$ cat src/rtl/irq_hub_pkg.sv
package irq_hub_pkg;

  localparam int ADDR_W = 10;
  localparam int WORD_W = 32;

  typedef enum logic [2:0] {
    RG_NONE,
    RG_PRIO,
    RG_PEND,
    RG_TRIG,
    RG_EN,
    RG_THR,
    RG_CLAIM,
    RG_SWI
  } region_e;

  // Map a byte address to a register region.
  function automatic region_e region_of(logic [ADDR_W-1:0] a);
    region_e r;
    case (a[9:7])
      3'b000, 3'b001: r = RG_PRIO;
      3'b010:         r = RG_PEND;
      3'b011:         r = RG_TRIG;
      3'b100:         r = RG_EN;
      3'b101: begin
        case (a[6:2])
          5'd0:    r = RG_THR;
          5'd1:    r = RG_CLAIM;
          5'd2:    r = RG_SWI;
          default: r = RG_NONE;
        endcase
      end
      default:        r = RG_NONE;
    endcase
    return r;
  endfunction

endpackage

$ cat src/rtl/irq_hub_insync.sv
module irq_hub_insync #(
  parameter int W = 8
) (
  input  logic         clk_i,
  input  logic         rst_ni,
  input  logic [W-1:0] async_i,
  output logic [W-1:0] sync_o
);

  logic [W-1:0] stage1_q;
  logic [W-1:0] stage2_q;

  always_ff @(posedge clk_i or negedge rst_ni) begin
    if (!rst_ni) begin
      stage1_q <= '0;
      stage2_q <= '0;
    end else begin
      stage1_q <= async_i;
      stage2_q <= stage1_q;
    end
  end

  assign sync_o = stage2_q;

endmodule

$ cat src/rtl/irq_hub_gate.sv
module irq_hub_gate (
  input  logic clk_i,
  input  logic rst_ni,
  input  logic req_i,
  input  logic edge_mode_i,
  input  logic claim_i,
  input  logic done_i,
  output logic pend_o,
  output logic busy_o
);

  logic prev_q, pend_q, busy_q;
  logic prev_n, pend_n, busy_n;
  logic rise;

  assign rise = req_i & ~prev_q;

  always_comb begin
    prev_n = req_i;
    busy_n = (busy_q | claim_i) & ~done_i;
    if (edge_mode_i) begin
      pend_n = ~claim_i & (pend_q | (rise & ~busy_n));
    end else begin
      pend_n = req_i & ~busy_n;
    end
  end

  always_ff @(posedge clk_i or negedge rst_ni) begin
    if (!rst_ni) begin
      prev_q <= 1'b0;
      pend_q <= 1'b0;
      busy_q <= 1'b0;
    end else begin
      prev_q <= prev_n;
      pend_q <= pend_n;
      busy_q <= busy_n;
    end
  end

  assign pend_o = pend_q;
  assign busy_o = busy_q;

  // a source under service never shows as pending
  a_r5_idle_when_busy: assert property (@(posedge clk_i) disable iff (!rst_ni)
    !(pend_q && busy_q));

  // a claim clears pending and marks the source busy
  a_r5_claim_locks: assert property (@(posedge clk_i) disable iff (!rst_ni)
    (claim_i && !done_i) |=> (busy_q && !pend_q));

  // edge-latched pending holds until claimed
  a_r7_edge_hold: assert property (@(posedge clk_i) disable iff (!rst_ni)
    (edge_mode_i && pend_q && !claim_i) |=> pend_q);

endmodule

$ cat src/rtl/irq_hub_pick.sv
module irq_hub_pick #(
  parameter int NSRC   = 40,
  parameter int PRIO_W = 2,
  parameter int IDW    = 6
) (
  input  logic                         clk_i,
  input  logic                         rst_ni,
  input  logic [NSRC-1:0]              pend_i,
  input  logic [NSRC-1:0]              en_i,
  input  logic [NSRC-1:0][PRIO_W-1:0]  prio_i,
  input  logic [PRIO_W-1:0]            thr_i,
  output logic                         valid_o,
  output logic [IDW-1:0]               id_o
);

  logic [NSRC-1:0]   elig;
  logic [PRIO_W-1:0] best_p;
  logic [IDW-1:0]    best_id;

  // Ascending scan with strict compare: equal priority keeps the lower ID.
  always_comb begin
    best_p  = '0;
    best_id = '0;
    for (int i = 0; i < NSRC; i++) begin
      elig[i] = pend_i[i] & en_i[i] & (prio_i[i] > thr_i);
      if (elig[i] && (prio_i[i] > best_p)) begin
        best_p  = prio_i[i];
        best_id = IDW'(i + 1);
      end
    end
  end

  assign valid_o = |elig;
  assign id_o    = best_id;

  // the reported winner is itself eligible
  a_r2_winner_eligible: assert property (@(posedge clk_i) disable iff (!rst_ni)
    valid_o |-> (id_o != '0) && pend_i[id_o - 1'b1] && en_i[id_o - 1'b1]
                && (prio_i[id_o - 1'b1] > thr_i));

  // no winner means the ID reads zero
  a_r12_none_zero: assert property (@(posedge clk_i) disable iff (!rst_ni)
    !valid_o |-> (id_o == '0));

endmodule

$ cat src/rtl/irq_hub_regs.sv
module irq_hub_regs
  import irq_hub_pkg::*;
#(
  parameter int NSRC   = 40,
  parameter int PRIO_W = 2,
  parameter int IDW    = 6,
  parameter int NWORDS = 2
) (
  input  logic                         clk_i,
  input  logic                         rst_ni,
  input  logic                         rd_en_i,
  input  logic                         wr_en_i,
  input  logic [ADDR_W-1:0]            addr_i,
  input  logic [WORD_W-1:0]            wdata_i,
  input  logic [NSRC-1:0]              pend_i,
  input  logic                         best_valid_i,
  input  logic [IDW-1:0]               best_id_i,
  output logic [NSRC-1:0][PRIO_W-1:0]  prio_o,
  output logic [NSRC-1:0]              en_o,
  output logic [NSRC-1:0]              trig_o,
  output logic [PRIO_W-1:0]            thr_o,
  output logic                         swi_o,
  output logic [NSRC-1:0]              claim_o,
  output logic [NSRC-1:0]              done_o,
  output logic [WORD_W-1:0]            rdata_o
);

  localparam int PADW = NWORDS * WORD_W;

  region_e  rg;
  logic [5:0] pidx;
  logic [4:0] widx;
  logic       unused_lowbits;

  logic [NSRC-1:0][PRIO_W-1:0] prio_q, prio_n;
  logic [NSRC-1:0]             en_q, en_n;
  logic [NSRC-1:0]             trig_q, trig_n;
  logic [PRIO_W-1:0]           thr_q, thr_n;
  logic                        swi_q, swi_n;
  logic [WORD_W-1:0]           rdata_q, rdata_n;
  logic                        cfg_we;
  logic [PADW-1:0]             pend_pad, en_pad, trig_pad;
  logic                        claim_rd, done_wr;

  assign rg             = region_of(addr_i);
  assign pidx           = addr_i[7:2];
  assign widx           = addr_i[6:2];
  assign unused_lowbits = ^addr_i[1:0];
  assign cfg_we         = wr_en_i;

  // Configuration next state
  always_comb begin
    prio_n = prio_q;
    en_n   = en_q;
    trig_n = trig_q;
    thr_n  = thr_q;
    swi_n  = swi_q;
    case (rg)
      RG_PRIO: begin
        for (int i = 0; i < NSRC; i++) begin
          if (pidx == 6'(i)) prio_n[i] = wdata_i[PRIO_W-1:0];
        end
      end
      RG_TRIG: begin
        for (int i = 0; i < NSRC; i++) begin
          if (widx == 5'(i / WORD_W)) trig_n[i] = wdata_i[i % WORD_W];
        end
      end
      RG_EN: begin
        for (int i = 0; i < NSRC; i++) begin
          if (widx == 5'(i / WORD_W)) en_n[i] = wdata_i[i % WORD_W];
        end
      end
      RG_THR:  thr_n = wdata_i[PRIO_W-1:0];
      RG_SWI:  swi_n = wdata_i[0];
      default: ;
    endcase
  end

  always_ff @(posedge clk_i or negedge rst_ni) begin
    if (!rst_ni) begin
      prio_q <= '0;
      en_q   <= '0;
      trig_q <= '0;
      thr_q  <= '0;
      swi_q  <= 1'b0;
    end else if (cfg_we) begin
      prio_q <= prio_n;
      en_q   <= en_n;
      trig_q <= trig_n;
      thr_q  <= thr_n;
      swi_q  <= swi_n;
    end
  end

  // Read data next state
  always_comb begin
    pend_pad              = '0;
    pend_pad[NSRC-1:0]    = pend_i;
    en_pad                = '0;
    en_pad[NSRC-1:0]      = en_q;
    trig_pad              = '0;
    trig_pad[NSRC-1:0]    = trig_q;
    rdata_n               = '0;
    case (rg)
      RG_PRIO: begin
        for (int i = 0; i < NSRC; i++) begin
          if (pidx == 6'(i)) rdata_n = WORD_W'(prio_q[i]);
        end
      end
      RG_PEND: begin
        for (int w = 0; w < NWORDS; w++) begin
          if (widx == 5'(w)) rdata_n = pend_pad[w*WORD_W +: WORD_W];
        end
      end
      RG_TRIG: begin
        for (int w = 0; w < NWORDS; w++) begin
          if (widx == 5'(w)) rdata_n = trig_pad[w*WORD_W +: WORD_W];
        end
      end
      RG_EN: begin
        for (int w = 0; w < NWORDS; w++) begin
          if (widx == 5'(w)) rdata_n = en_pad[w*WORD_W +: WORD_W];
        end
      end
      RG_THR:   rdata_n = WORD_W'(thr_q);
      RG_CLAIM: rdata_n = WORD_W'(best_id_i);
      RG_SWI:   rdata_n = WORD_W'(swi_q);
      default:  rdata_n = '0;
    endcase
  end

  always_ff @(posedge clk_i or negedge rst_ni) begin
    if (!rst_ni) begin
      rdata_q <= '0;
    end else if (rd_en_i) begin
      rdata_q <= rdata_n;
    end
  end

  // Claim and completion strobes, one-hot per source
  assign claim_rd = rd_en_i && (rg == RG_CLAIM) && best_valid_i;
  assign done_wr  = wr_en_i && (rg == RG_CLAIM);

  always_comb begin
    for (int i = 0; i < NSRC; i++) begin
      claim_o[i] = claim_rd && (best_id_i == IDW'(i + 1));
      done_o[i]  = done_wr && (wdata_i == WORD_W'(i + 1));
    end
  end

  assign prio_o  = prio_q;
  assign en_o    = en_q;
  assign trig_o  = trig_q;
  assign thr_o   = thr_q;
  assign swi_o   = swi_q;
  assign rdata_o = rdata_q;

  // a claim read with nothing eligible returns zero
  a_r4_empty_claim: assert property (@(posedge clk_i) disable iff (!rst_ni)
    (rd_en_i && (rg == RG_CLAIM) && !best_valid_i) |=> (rdata_o == '0));

  // software interrupt output follows the written bit
  a_r10_swi_follow: assert property (@(posedge clk_i) disable iff (!rst_ni)
    (wr_en_i && (rg == RG_SWI)) |=> (swi_o == $past(wdata_i[0])));

  // writes outside the map leave configuration unchanged
  a_r9_no_stray_write: assert property (@(posedge clk_i) disable iff (!rst_ni)
    (wr_en_i && ((rg == RG_NONE) || (rg == RG_PEND))) |=>
      ($stable(en_q) && $stable(trig_q) && $stable(thr_q) && $stable(swi_q)));

endmodule

$ cat src/rtl/irq_hub.sv
module irq_hub
  import irq_hub_pkg::*;
#(
  parameter int NSRC   = 40,
  parameter int PRIO_W = 2
) (
  input  logic              clk_i,
  input  logic              rst_ni,
  input  logic [NSRC-1:0]   src_i,
  input  logic              rd_en_i,
  input  logic              wr_en_i,
  input  logic [9:0]        addr_i,
  input  logic [31:0]       wdata_i,
  output logic [31:0]       rdata_o,
  output logic              irq_o,
  output logic              swi_o
);

  localparam int IDW    = $clog2(NSRC + 1);
  localparam int NWORDS = (NSRC + WORD_W - 1) / WORD_W;

  logic [1:0] rst_sync_q;
  logic       rst_n;

  always_ff @(posedge clk_i or negedge rst_ni) begin
    if (!rst_ni) rst_sync_q <= 2'b00;
    else         rst_sync_q <= {rst_sync_q[0], 1'b1};
  end
  assign rst_n = rst_sync_q[1];

  logic [NSRC-1:0]             req_sync;
  logic [NSRC-1:0]             pend, busy, claim, done;
  logic [NSRC-1:0][PRIO_W-1:0] prio;
  logic [NSRC-1:0]             en, trig;
  logic [PRIO_W-1:0]           thr;
  logic                        best_valid;
  logic [IDW-1:0]              best_id;

  irq_hub_insync #(.W(NSRC)) u_sync (
    .clk_i   (clk_i),
    .rst_ni  (rst_n),
    .async_i (src_i),
    .sync_o  (req_sync)
  );

  for (genvar g = 0; g < NSRC; g++) begin : g_gate
    irq_hub_gate u_gate (
      .clk_i       (clk_i),
      .rst_ni      (rst_n),
      .req_i       (req_sync[g]),
      .edge_mode_i (trig[g]),
      .claim_i     (claim[g]),
      .done_i      (done[g]),
      .pend_o      (pend[g]),
      .busy_o      (busy[g])
    );
  end

  irq_hub_pick #(.NSRC(NSRC), .PRIO_W(PRIO_W), .IDW(IDW)) u_pick (
    .clk_i   (clk_i),
    .rst_ni  (rst_n),
    .pend_i  (pend),
    .en_i    (en),
    .prio_i  (prio),
    .thr_i   (thr),
    .valid_o (best_valid),
    .id_o    (best_id)
  );

  irq_hub_regs #(.NSRC(NSRC), .PRIO_W(PRIO_W), .IDW(IDW), .NWORDS(NWORDS)) u_regs (
    .clk_i        (clk_i),
    .rst_ni       (rst_n),
    .rd_en_i      (rd_en_i),
    .wr_en_i      (wr_en_i),
    .addr_i       (addr_i),
    .wdata_i      (wdata_i),
    .pend_i       (pend),
    .best_valid_i (best_valid),
    .best_id_i    (best_id),
    .prio_o       (prio),
    .en_o         (en),
    .trig_o       (trig),
    .thr_o        (thr),
    .swi_o        (swi_o),
    .claim_o      (claim),
    .done_o       (done),
    .rdata_o      (rdata_o)
  );

  assign irq_o = best_valid;

  // at most one source is claimed per read, and only a pending one
  a_r4_claim_onehot: assert property (@(posedge clk_i) disable iff (!rst_n)
    $onehot0(claim) && ((claim & ~pend) == '0));

  // a claimed source stays out of contention until completed
  a_r5_busy_held: assert property (@(posedge clk_i) disable iff (!rst_n)
    ((busy & ~done) != '0) |=> ((busy & $past(busy & ~done)) == $past(busy & ~done)));

endmodule

$ cat config.mk
export PLATFORM = sky130hd
export DESIGN_NAME = irq_hub
export DESIGN_NICKNAME = d
export VERILOG_FILES = /design/src/rtl/irq_hub_pkg.sv /design/src/rtl/irq_hub_insync.sv /design/src/rtl/irq_hub_gate.sv /design/src/rtl/irq_hub_pick.sv /design/src/rtl/irq_hub_regs.sv /design/src/rtl/irq_hub.sv
export SDC_FILE = /design/constraint.sdc
export NUM_CORES = 1
export LEC_CHECK = 0
export ABC_CLOCK_PERIOD_IN_PS = 16610
export BUFFER_PORTS_ARGS = -buffer_cell sky130_fd_sc_hd__buf_2
export CORE_MARGIN = 4
export CORE_UTILIZATION = 50
export DETAILED_ROUTE_END_ITERATION = 8
export PLACE_DENSITY = 0.67
export SYNTH_ARGS = -nofsm -noshare
export SYNTH_HDL_FRONTEND = slang
export SYNTH_SLANG_ARGS = --single-unit
$ cat constraint.sdc
create_clock -name clk_i -period 16.61 [get_ports clk_i]
set_clock_uncertainty 0.2 [all_clocks]
set_input_delay 1.661 -clock clk_i [delete_from_list [all_inputs] [get_ports clk_i]]
set_output_delay 1.661 -clock clk_i [all_outputs]
set_load 0.02 [all_outputs]
# --- Word-level counts from Yosys, hierarchy flattened ---
# Index checks and enable logic that the tools add are counted.
classes:
  n_addsub: 0
  n_mul: 0
  n_div: 0
  magnitude_cmp: 80
  eq_ne: 133
  n_shift: 0
  mux: 168
  bitwise: 520
  n_reduce_logical: 174
ops:
  columns: ["op", "n"]
  rows:
  - ["32-bit by 5-bit == test with 1-bit output (second input constant)", 16]
  - ["32-bit by 6-bit == test with 1-bit output (second input constant)", 9]
  - ["1-bit AND", 280]
  - ["32-bit by 4-bit == test with 1-bit output (second input constant)", 8]
  - ["32-bit case mux with 7 select lines", 1]
  - ["6-bit by 5-bit == test with 1-bit output (second input constant)", 32]
  - ["32-bit 2-to-1 mux", 6]
  - ["2-bit 2-to-1 mux", 81]
  - ["1-bit inverter", 160]
  - ["2-bit greater-than comparator", 79]
  - ["3-bit AND reduction", 44]
  - ["32-bit by 3-bit == test with 1-bit output (second input constant)", 4]
  - ["1-bit logical AND", 123]
  - ["6-bit == test (second input constant)", 17]
  - ["6-bit by 4-bit == test with 1-bit output (second input constant)", 16]
  - ["5-bit 2-to-1 mux", 16]
  - ["1-bit OR", 80]
  - ["32-bit by 2-bit == test with 1-bit output (second input constant)", 2]
  - ["6-bit 2-to-1 mux", 9]
  - ["6-bit by 3-bit == test with 1-bit output (second input constant)", 8]
  - ["1-bit 2-to-1 mux", 41]
  - ["40-bit OR reduction", 1]
  - ["32-bit by 1-bit == test with 1-bit output (second input constant)", 1]
  - ["4-bit 2-to-1 mux", 8]
  - ["16 further kinds", 33]
totals:
  ff_bits: 397
  latch_bits: 0
  ram_bits: 0
  romBits: 0
  out_inout_bits: 34
  elab_cells: 1245
  memories: 0

# --- Depth between registers and ports, before layout ---
logic_depth:
  depth_word: 130
  depth_mapped: 260

# --- Hierarchy ---
# Synthesis repeated with hierarchy kept, for this count alone.
unflattened:
  hier_cells: 2113
  area_unflattened_um2: 22248.8
modules_own_cells:
  columns: ["mod", "n_inst", "cells_each", "area_per_inst_um2", "seq_area_each_um2"]
  rows:
  - ["irq_hub_regs", 1, 939, 10087.2, 4879.7]
  - ["irq_hub_pick", 1, 771, 5451.5, 0.0]
  - ["irq_hub_gate", 40, 8, 116.4, 75.1]
  - ["irq_hub_insync", 1, 80, 2001.9, 2001.9]
  - ["irq_hub", 1, 3, 53.8, 50.0]

# --- Worst setup path after synthesis ---
# OpenSTA, ideal clock, no wires.
synth_path:
  kind: "flip-flop to flip-flop"
  startpoint: "register u_regs.thr_q[1] (netlist: u_regs.thr_o[1])"
  endpoint: "register g_gate[8].u_gate.pend_q"
  setup_ns: 0.127
  arrival_time_ns: 45.718
  path_slack_ns: -29.434
  path_stages_with_launch: 248
  path_cell_list: "dfrtp_1 > inv_1 > ha_1 > nor2b_1 > o2111ai_2 > ha_1 > nor2b_1 > o21a_1 > nand2_1 > mux2_2 > ha_1 > nor2_1 > nor3_1 > o32ai_1 > a21boi_0 > or2_2 > ha_1 > nor2_1 > [... 212 more ...] > nor2_1 > a31oi_1 > ha_1 > a211o_1 > nand2_1 > o22ai_1 > a41oi_1 > ha_1 > inv_1 > a21oi_1 > a211o_1 > nand2_1 > nor3_1 > and3_1 > buf_2 > and4b_4 > o22a_1 > o32ai_2"
synth_between:
  elab_chain_len: 130
  word_cells_on_any_way: 251
  classes_between: "order compare: 79; eq/ne: 1; mux: 80; bitwise: 48; reduce/logical: 43"
synth_rtl:
  columns: ["item", "line_no", "rtl"]
  rows:
  - ["start, declared", "irq_hub_regs.sv:38", "logic [PRIO_W-1:0] thr_q, thr_n;"]
  - ["start signal, assigned", "irq_hub_regs.sv:91", "thr_q <= thr_n;"]
  - ["2-bit greater-than comparator", "irq_hub_pick.sv:25", "elig[i] = pend_i[i] & en_i[i] & (prio_i[i] > thr_i);"]
  - ["1-bit AND", "irq_hub_pick.sv:25", null]
  - ["1-bit logical AND", "irq_hub_pick.sv:26", "if (elig[i] && (prio_i[i] > best_p)) begin"]
  - ["2-bit 2-to-1 mux", "irq_hub_pick.sv:26", null]
  - ["2-bit greater-than comparator", "irq_hub_pick.sv:26", null]
  - ["1-bit logical AND", "irq_hub_pick.sv:26", null]
  - ["2-bit 2-to-1 mux", "irq_hub_pick.sv:26", null]
  - ["2-bit greater-than comparator", "irq_hub_pick.sv:26", null]
  - ["[... 116 more ...]", null, null]
  - ["1-bit AND (*)", "irq_hub_gate.sv:20", "busy_n = (busy_q | claim_i) & ~done_i;"]
  - ["net g_gate[8].u_gate.busy_n", "irq_hub_gate.sv:13", "logic prev_n, pend_n, busy_n;"]
  - ["1-bit inverter (*)", "irq_hub_gate.sv:22, irq_hub_gate.sv:24", null]
  - ["1-bit AND", "irq_hub_gate.sv:22", "pend_n = ~claim_i & (pend_q | (rise & ~busy_n));"]
  - ["1-bit OR", "irq_hub_gate.sv:22", null]
  - ["1-bit AND", "irq_hub_gate.sv:22", null]
  - ["1-bit 2-to-1 mux (*)", "irq_hub_gate.sv:21", "if (edge_mode_i) begin"]
  - ["net g_gate[8].u_gate.pend_n", "irq_hub_gate.sv:13", null]
  - ["end signal, assigned", "irq_hub_gate.sv:35", "pend_q <= pend_n;"]
  - ["end, declared", "irq_hub_gate.sv:12", "logic prev_q, pend_q, busy_q;"]
# The timed path passes the listed nets; every way through them passes the cells marked *.
# A chain may end at the register's enable or synchronous reset.

# --- Worst setup path after layout ---
layout_path:
  startpoint: "register u_regs.thr_q[1] (netlist: u_regs.thr_o[1])"
  endpoint: "register g_gate[23].u_gate.busy_q"
layout_between:
  elab_chain_len: 125
  word_cells_on_any_way: 244
  classes_between: "order compare: 79; eq/ne: 1; mux: 79; bitwise: 42; reduce/logical: 43"
layout_rtl:
  columns: ["item", "line_no", "rtl"]
  rows:
  - ["2-bit greater-than comparator", "irq_hub_pick.sv:25", null]
  - ["1-bit AND", "irq_hub_pick.sv:25", null]
  - ["1-bit logical AND", "irq_hub_pick.sv:26", null]
  - ["2-bit 2-to-1 mux", "irq_hub_pick.sv:26", null]
  - ["2-bit greater-than comparator", "irq_hub_pick.sv:26", null]
  - ["1-bit logical AND", "irq_hub_pick.sv:26", null]
  - ["2-bit 2-to-1 mux", "irq_hub_pick.sv:26", null]
  - ["2-bit greater-than comparator", "irq_hub_pick.sv:26", null]
  - ["[... 110 more ...]", null, null]
  - ["2-bit greater-than comparator", "irq_hub_pick.sv:26", null]
  - ["1-bit logical AND", "irq_hub_pick.sv:26", null]
  - ["6-bit 2-to-1 mux", "irq_hub_pick.sv:26", null]
  - ["6-bit by 5-bit == test with 1-bit output", "irq_hub_regs.sv:147", "claim_o[i] = claim_rd && (best_id_i == IDW'(i + 1));"]
  - ["1-bit logical AND (*)", "irq_hub_regs.sv:147", null]
  - ["1-bit OR (*)", "irq_hub_gate.sv:20", null]
  - ["1-bit AND (*)", "irq_hub_gate.sv:20", null]
  - ["net g_gate[23].u_gate.busy_n", "irq_hub_gate.sv:13", null]
  - ["end signal, assigned", "irq_hub_gate.sv:36", "busy_q <= busy_n;"]
  - ["end, declared", "irq_hub_gate.sv:12", null]
# Marks and branches as above.

==> impl_results.rst <==
.. list-table::
   :header-rows: 1

   * - Metric
     - Value
   * - Pin count of the biggest net entering global routing
     - 172
   * - Worst path slowest cell
     - or4_4
   * - Total grt overflow
     - 0
   * - Largest incremental delay on the critical path
     - 0.50 ns
   * - Number of I/O pins
     - between 100 and 150
   * - Max-Cap Viols
     - 0
   * - Fraction of the yosys area taken by sequential cells
     - 0.442
   * - Synthesis Warnings
     - 0
   * - Kind of capture point of the worst setup path
     - flip-flop
   * - Y dimension of the die
     - ~220 um
   * - Required time worst endpoint
     - 16.84 ns
   * - LEAKAGE
     - 14.7 nW
   * - Clock slew at reported path FFs
     - ~0.060 ns
   * - Root buffer cell
     - clkbuf_16
   * - Final Total Pwr
     - 2.51 mW
   * - Register bit total from synthesis
     - 397
   * - Number of buffer cells added on primary ports
     - about 120
   * - Setup slack at placement
     - -28.15 ns
   * - Layout Area Growth over Synthesis
     - 39.5%
   * - Net count after synthesis
     - 2,472
   * - Number of vias in the routed layout
     - 22,000
   * - Total inserted antenna cells
     - 0
   * - Worst slew margin
     - 0.200
   * - TritonCTS buffer count
     - 43
   * - First drt pass iteration count
     - 7
   * - Iteration-0 DRC count of the detailed router
     - 2,175
   * - Number of max-slew violations in the final report
     - 0
   * - Mapped cell area
     - between 20,000 and 25,000 um2
   * - FFs w/ async S/R, synth
     - 1.00
   * - Critical path fanouts, max
     - 6
   * - Vias in the first global route
     - 22,200
   * - Detail Route Antenna Nets
     - 0
   * - Highest ir drop seen on vdd
     - 101 uV
   * - Synth Instances
     - ~2,300
   * - Sequential cell area in the final layout
     - 9940 um2
   * - Critical setup path kind
     - reg2reg
   * - Initial antenna violation count
     - 3
   * - Wire length per cell after detailed routing
     - between 20 and 25 um
   * - DR vias/cell
     - 6.18
   * - Full die area
     - 48,400 um2
   * - Outcome
     - complete, but fails checks
   * - DP HPWL
     - 60,700 um
   * - Number of rows created at floorplan
     - a little under 80
   * - Critical path data arrival time
     - between 40 and 50 ns
   * - Number of clock sinks seen by CTS
     - 397
   * - CTS tree
     - done
   * - Clk_lat worst skew
     - 0.59 ns
   * - Number of endpoints failing setup at the final stage
     - 86
   * - Final count of hold timing violations
     - 0
   * - Maximum achievable frequency
     - 22.6 MHz
   * - Residual DRC count
     - 0
   * - Total area of multi-input combinational cells
     - 13,500 um2
   * - Kind of path behind the tightest hold check
     - reg2reg
   * - Count of cell types in the netlist
     - 96
   * - Initial Util
     - 0.507
   * - Number of enable flip-flop cells after synthesis
     - 0
   * - Die X-Extent
     - 220 um
   * - Most frequent CP cell
     - buf_4
   * - Slew at the pin with the worst max-slew slack
     - about 1.2 ns
   * - Overall Global Routing Usage
     - 0.348
   * - Power per Cell Area
     - 80.2 nW/um2
   * - DRT Wirelength
     - 86,700 um
   * - Placer's final routability congestion estimate
     - 1.06
   * - First-pass GRT wire length
     - 129,000 um
   * - Hold bufs inserted after CTS
     - 0
   * - Top_reg_cell synth
     - dfrtp_1
   * - Final layout net count
     - ~3,100
   * - Mapped Avg Cell Area
     - between 9 and 10 um2
   * - Post-route minimum period
     - 44.19 ns
   * - Share of cells above drive strength 1
     - 0.424
   * - Crit start category
     - flip-flop
   * - Share of the clock period used by the worst path after layout
     - 2.66
   * - Clock Tree Buf Depth
     - 3
   * - Violated checks
     - setup timing
   * - Count of fill cells added during filler insertion
     - about 3,300
   * - Setup repair after global routing missed its margin
     - yes
   * - H-tree level count
     - 2
   * - Total core area
     - 44,300 um2
   * - Worst Slack Setup Final
     - -27.58 ns
==> synth_stat cells (all sizes together), types with 8 or more instances <==
master / n / share of area
mux2: 162 / 0.081
or3: 13 / 0.0036
nor3: 39 / 0.0091
dfrtp: 397 / 0.44
a21o: 14 / 0.0047
or2: 10 / 0.0028
o211a: 18 / 0.0080
o2111ai: 36 / 0.015
a31oi: 27 / 0.0075
nand3: 48 / 0.011
nand2: 279 / 0.047
clkbuf: 54 / 0.0090
a2bb2oi: 10 / 0.0039
a21oi: 110 / 0.025
a22oi: 16 / 0.0053
o31ai: 13 / 0.0043
nand2b: 16 / 0.0045
and2: 48 / 0.013
o22ai: 35 / 0.0097
and3: 18 / 0.0050
nor2b: 52 / 0.015
o21a: 26 / 0.0087
nor4: 32 / 0.0092
o211ai: 18 / 0.0060
mux2i: 39 / 0.017
nand4: 13 / 0.0039
o21ai: 85 / 0.019
o2111a: 11 / 0.0056
a31o: 10 / 0.0039
a211oi: 22 / 0.0074
nor2: 162 / 0.027
inv: 110 / 0.018
a221oi: 8 / 0.0031
a32oi: 15 / 0.0058
nand3b: 11 / 0.0037
ha: 122 / 0.068
buf: 33 / 0.0075
==> area by class of cell <==
cell class	instances	share of cell area
multi-input combinational	1672	0.432
tap	592	0.0236
clock inverter	19	0.00727
clock buffer	58	0.0387
timing repair buffer	710	0.168
sequential	397	0.317
inverter	110	0.0133
==> timing repair <==
action,CTS,global route
setup buffers,121,55
gates cloned,1,1
pin swaps,116,146
resized for setup,89,153
endpoints found under the setup margin,86,86
==> layer usage <==
layer / vias up / share of wire / GRT usage
met5: - / 0.00030 / 0
met4: 4 / 0.060 / 0.172
met1: 10900 / 0.39 / 0.450
met3: 308 / 0.082 / 0.0661
met2: 1065 / 0.47 / 0.564
li1: 9733 / - / -
==> logic make-up (layout without fill, tap and decap cells) <==
kind of cell,count (synthesis),after routing,synth area share
AND/OR/NAND/NOR,782,783,0.171
multiplexers,205,205,0.103
buffers and inverters,197,897,0.0349
AO/OA/AOI/OAI,555,556,0.178
adder cells (fa/ha/maj),127,127,0.0702
flip-flops,397,397,0.442
other,1,1,0.000167
==> flip-flops by register name (all words and copies together), names as in the netlist, 40 cells and up <==
register,cells
g_gate.u_gate.busy_o,40
g_gate.u_gate.pend_o,40
g_gate.u_gate.prev_q,40
u_regs.en_o,40
u_regs.prio_o,80
u_regs.trig_o,40
u_sync.stage1_q,40
u_sync.sync_o,40
==> cells in the final DEF, fill, tap and decap left out, types with 38 or more instances in the layout <==
master       n
a21oi_1     75
buf_2      116
buf_4      560
clkbuf_16   44
dfrtp_1    396
ha_1        97
inv_1      101
mux2_2     155
mux2i_1     38
nand2_1    255
nor2_1     123
nor2b_1     48
o21ai_0     55
==> metrics by stage <==
stage	std cells	utilization	cell area [um2]	setup TNS, ns	hold slack (ns)
3_3_place_gp	3311	0.619	27400	-2215.28	0.131
2_1_floorplan	2264	-	23200	-2314.49	0.131
4_1_cts	3508	0.680	30100	-2273.86	0.148
5_1_grt	3558	0.707	31300	-2515.77	0.153
6_report	3558	0.707	31300	-2353.69	0.145
3_5_place_dp	3311	0.619	27400	-2393.61	0.135
==> critical path: cells and delay by family (launching register included) <==
kind,cells,cell delay (ns)
mux,7,2.09
compound gates,74,12.91
buf+inv,60,7.21
fa+ha+maj,37,9.70
flops,1,0.39
simple gates,86,11.53
==> worst paths after layout <==
path / from / to / slack, ns / cells past startpoint
setup / recovery: u_regs.thr_o[1]$_DFFE_PN0P_ / g_gate[23].u_gate.busy_o$_DFF_PN0_ / -27.58 / 264
hold / removal: u_sync.stage1_q[34]$_DFF_PN0_ / u_sync.sync_o[34]$_DFF_PN0_ / 0.14 / 0
setup reg to reg: u_regs.thr_o[1]$_DFFE_PN0P_ / g_gate[23].u_gate.busy_o$_DFF_PN0_ / -27.58 / 264
hold reg to reg: u_sync.stage1_q[34]$_DFF_PN0_ / u_sync.sync_o[34]$_DFF_PN0_ / 0.14 / 0
max in group asynchronous: rst_sync_q[1]$_DFF_PN0_ / u_regs.en_o[21]$_DFFE_PN0P_ / 14.55 / 1
min in group asynchronous: rst_sync_q[1]$_DFF_PN0_ / u_regs.rdata_o[8]$_DFFE_PN0P_ / 0.20 / 0
==> where the power goes <==
group / switching (mW) / total [mW] / internal [mW]
logic: 0.264 / 0.486 / 0.222
registers: 0.0372 / 1.05 / 1.01
clock network: 0.414 / 0.979 / 0.565
total: 0.716 / 2.51 / 1.80
(Power assumes the default switching activity.)
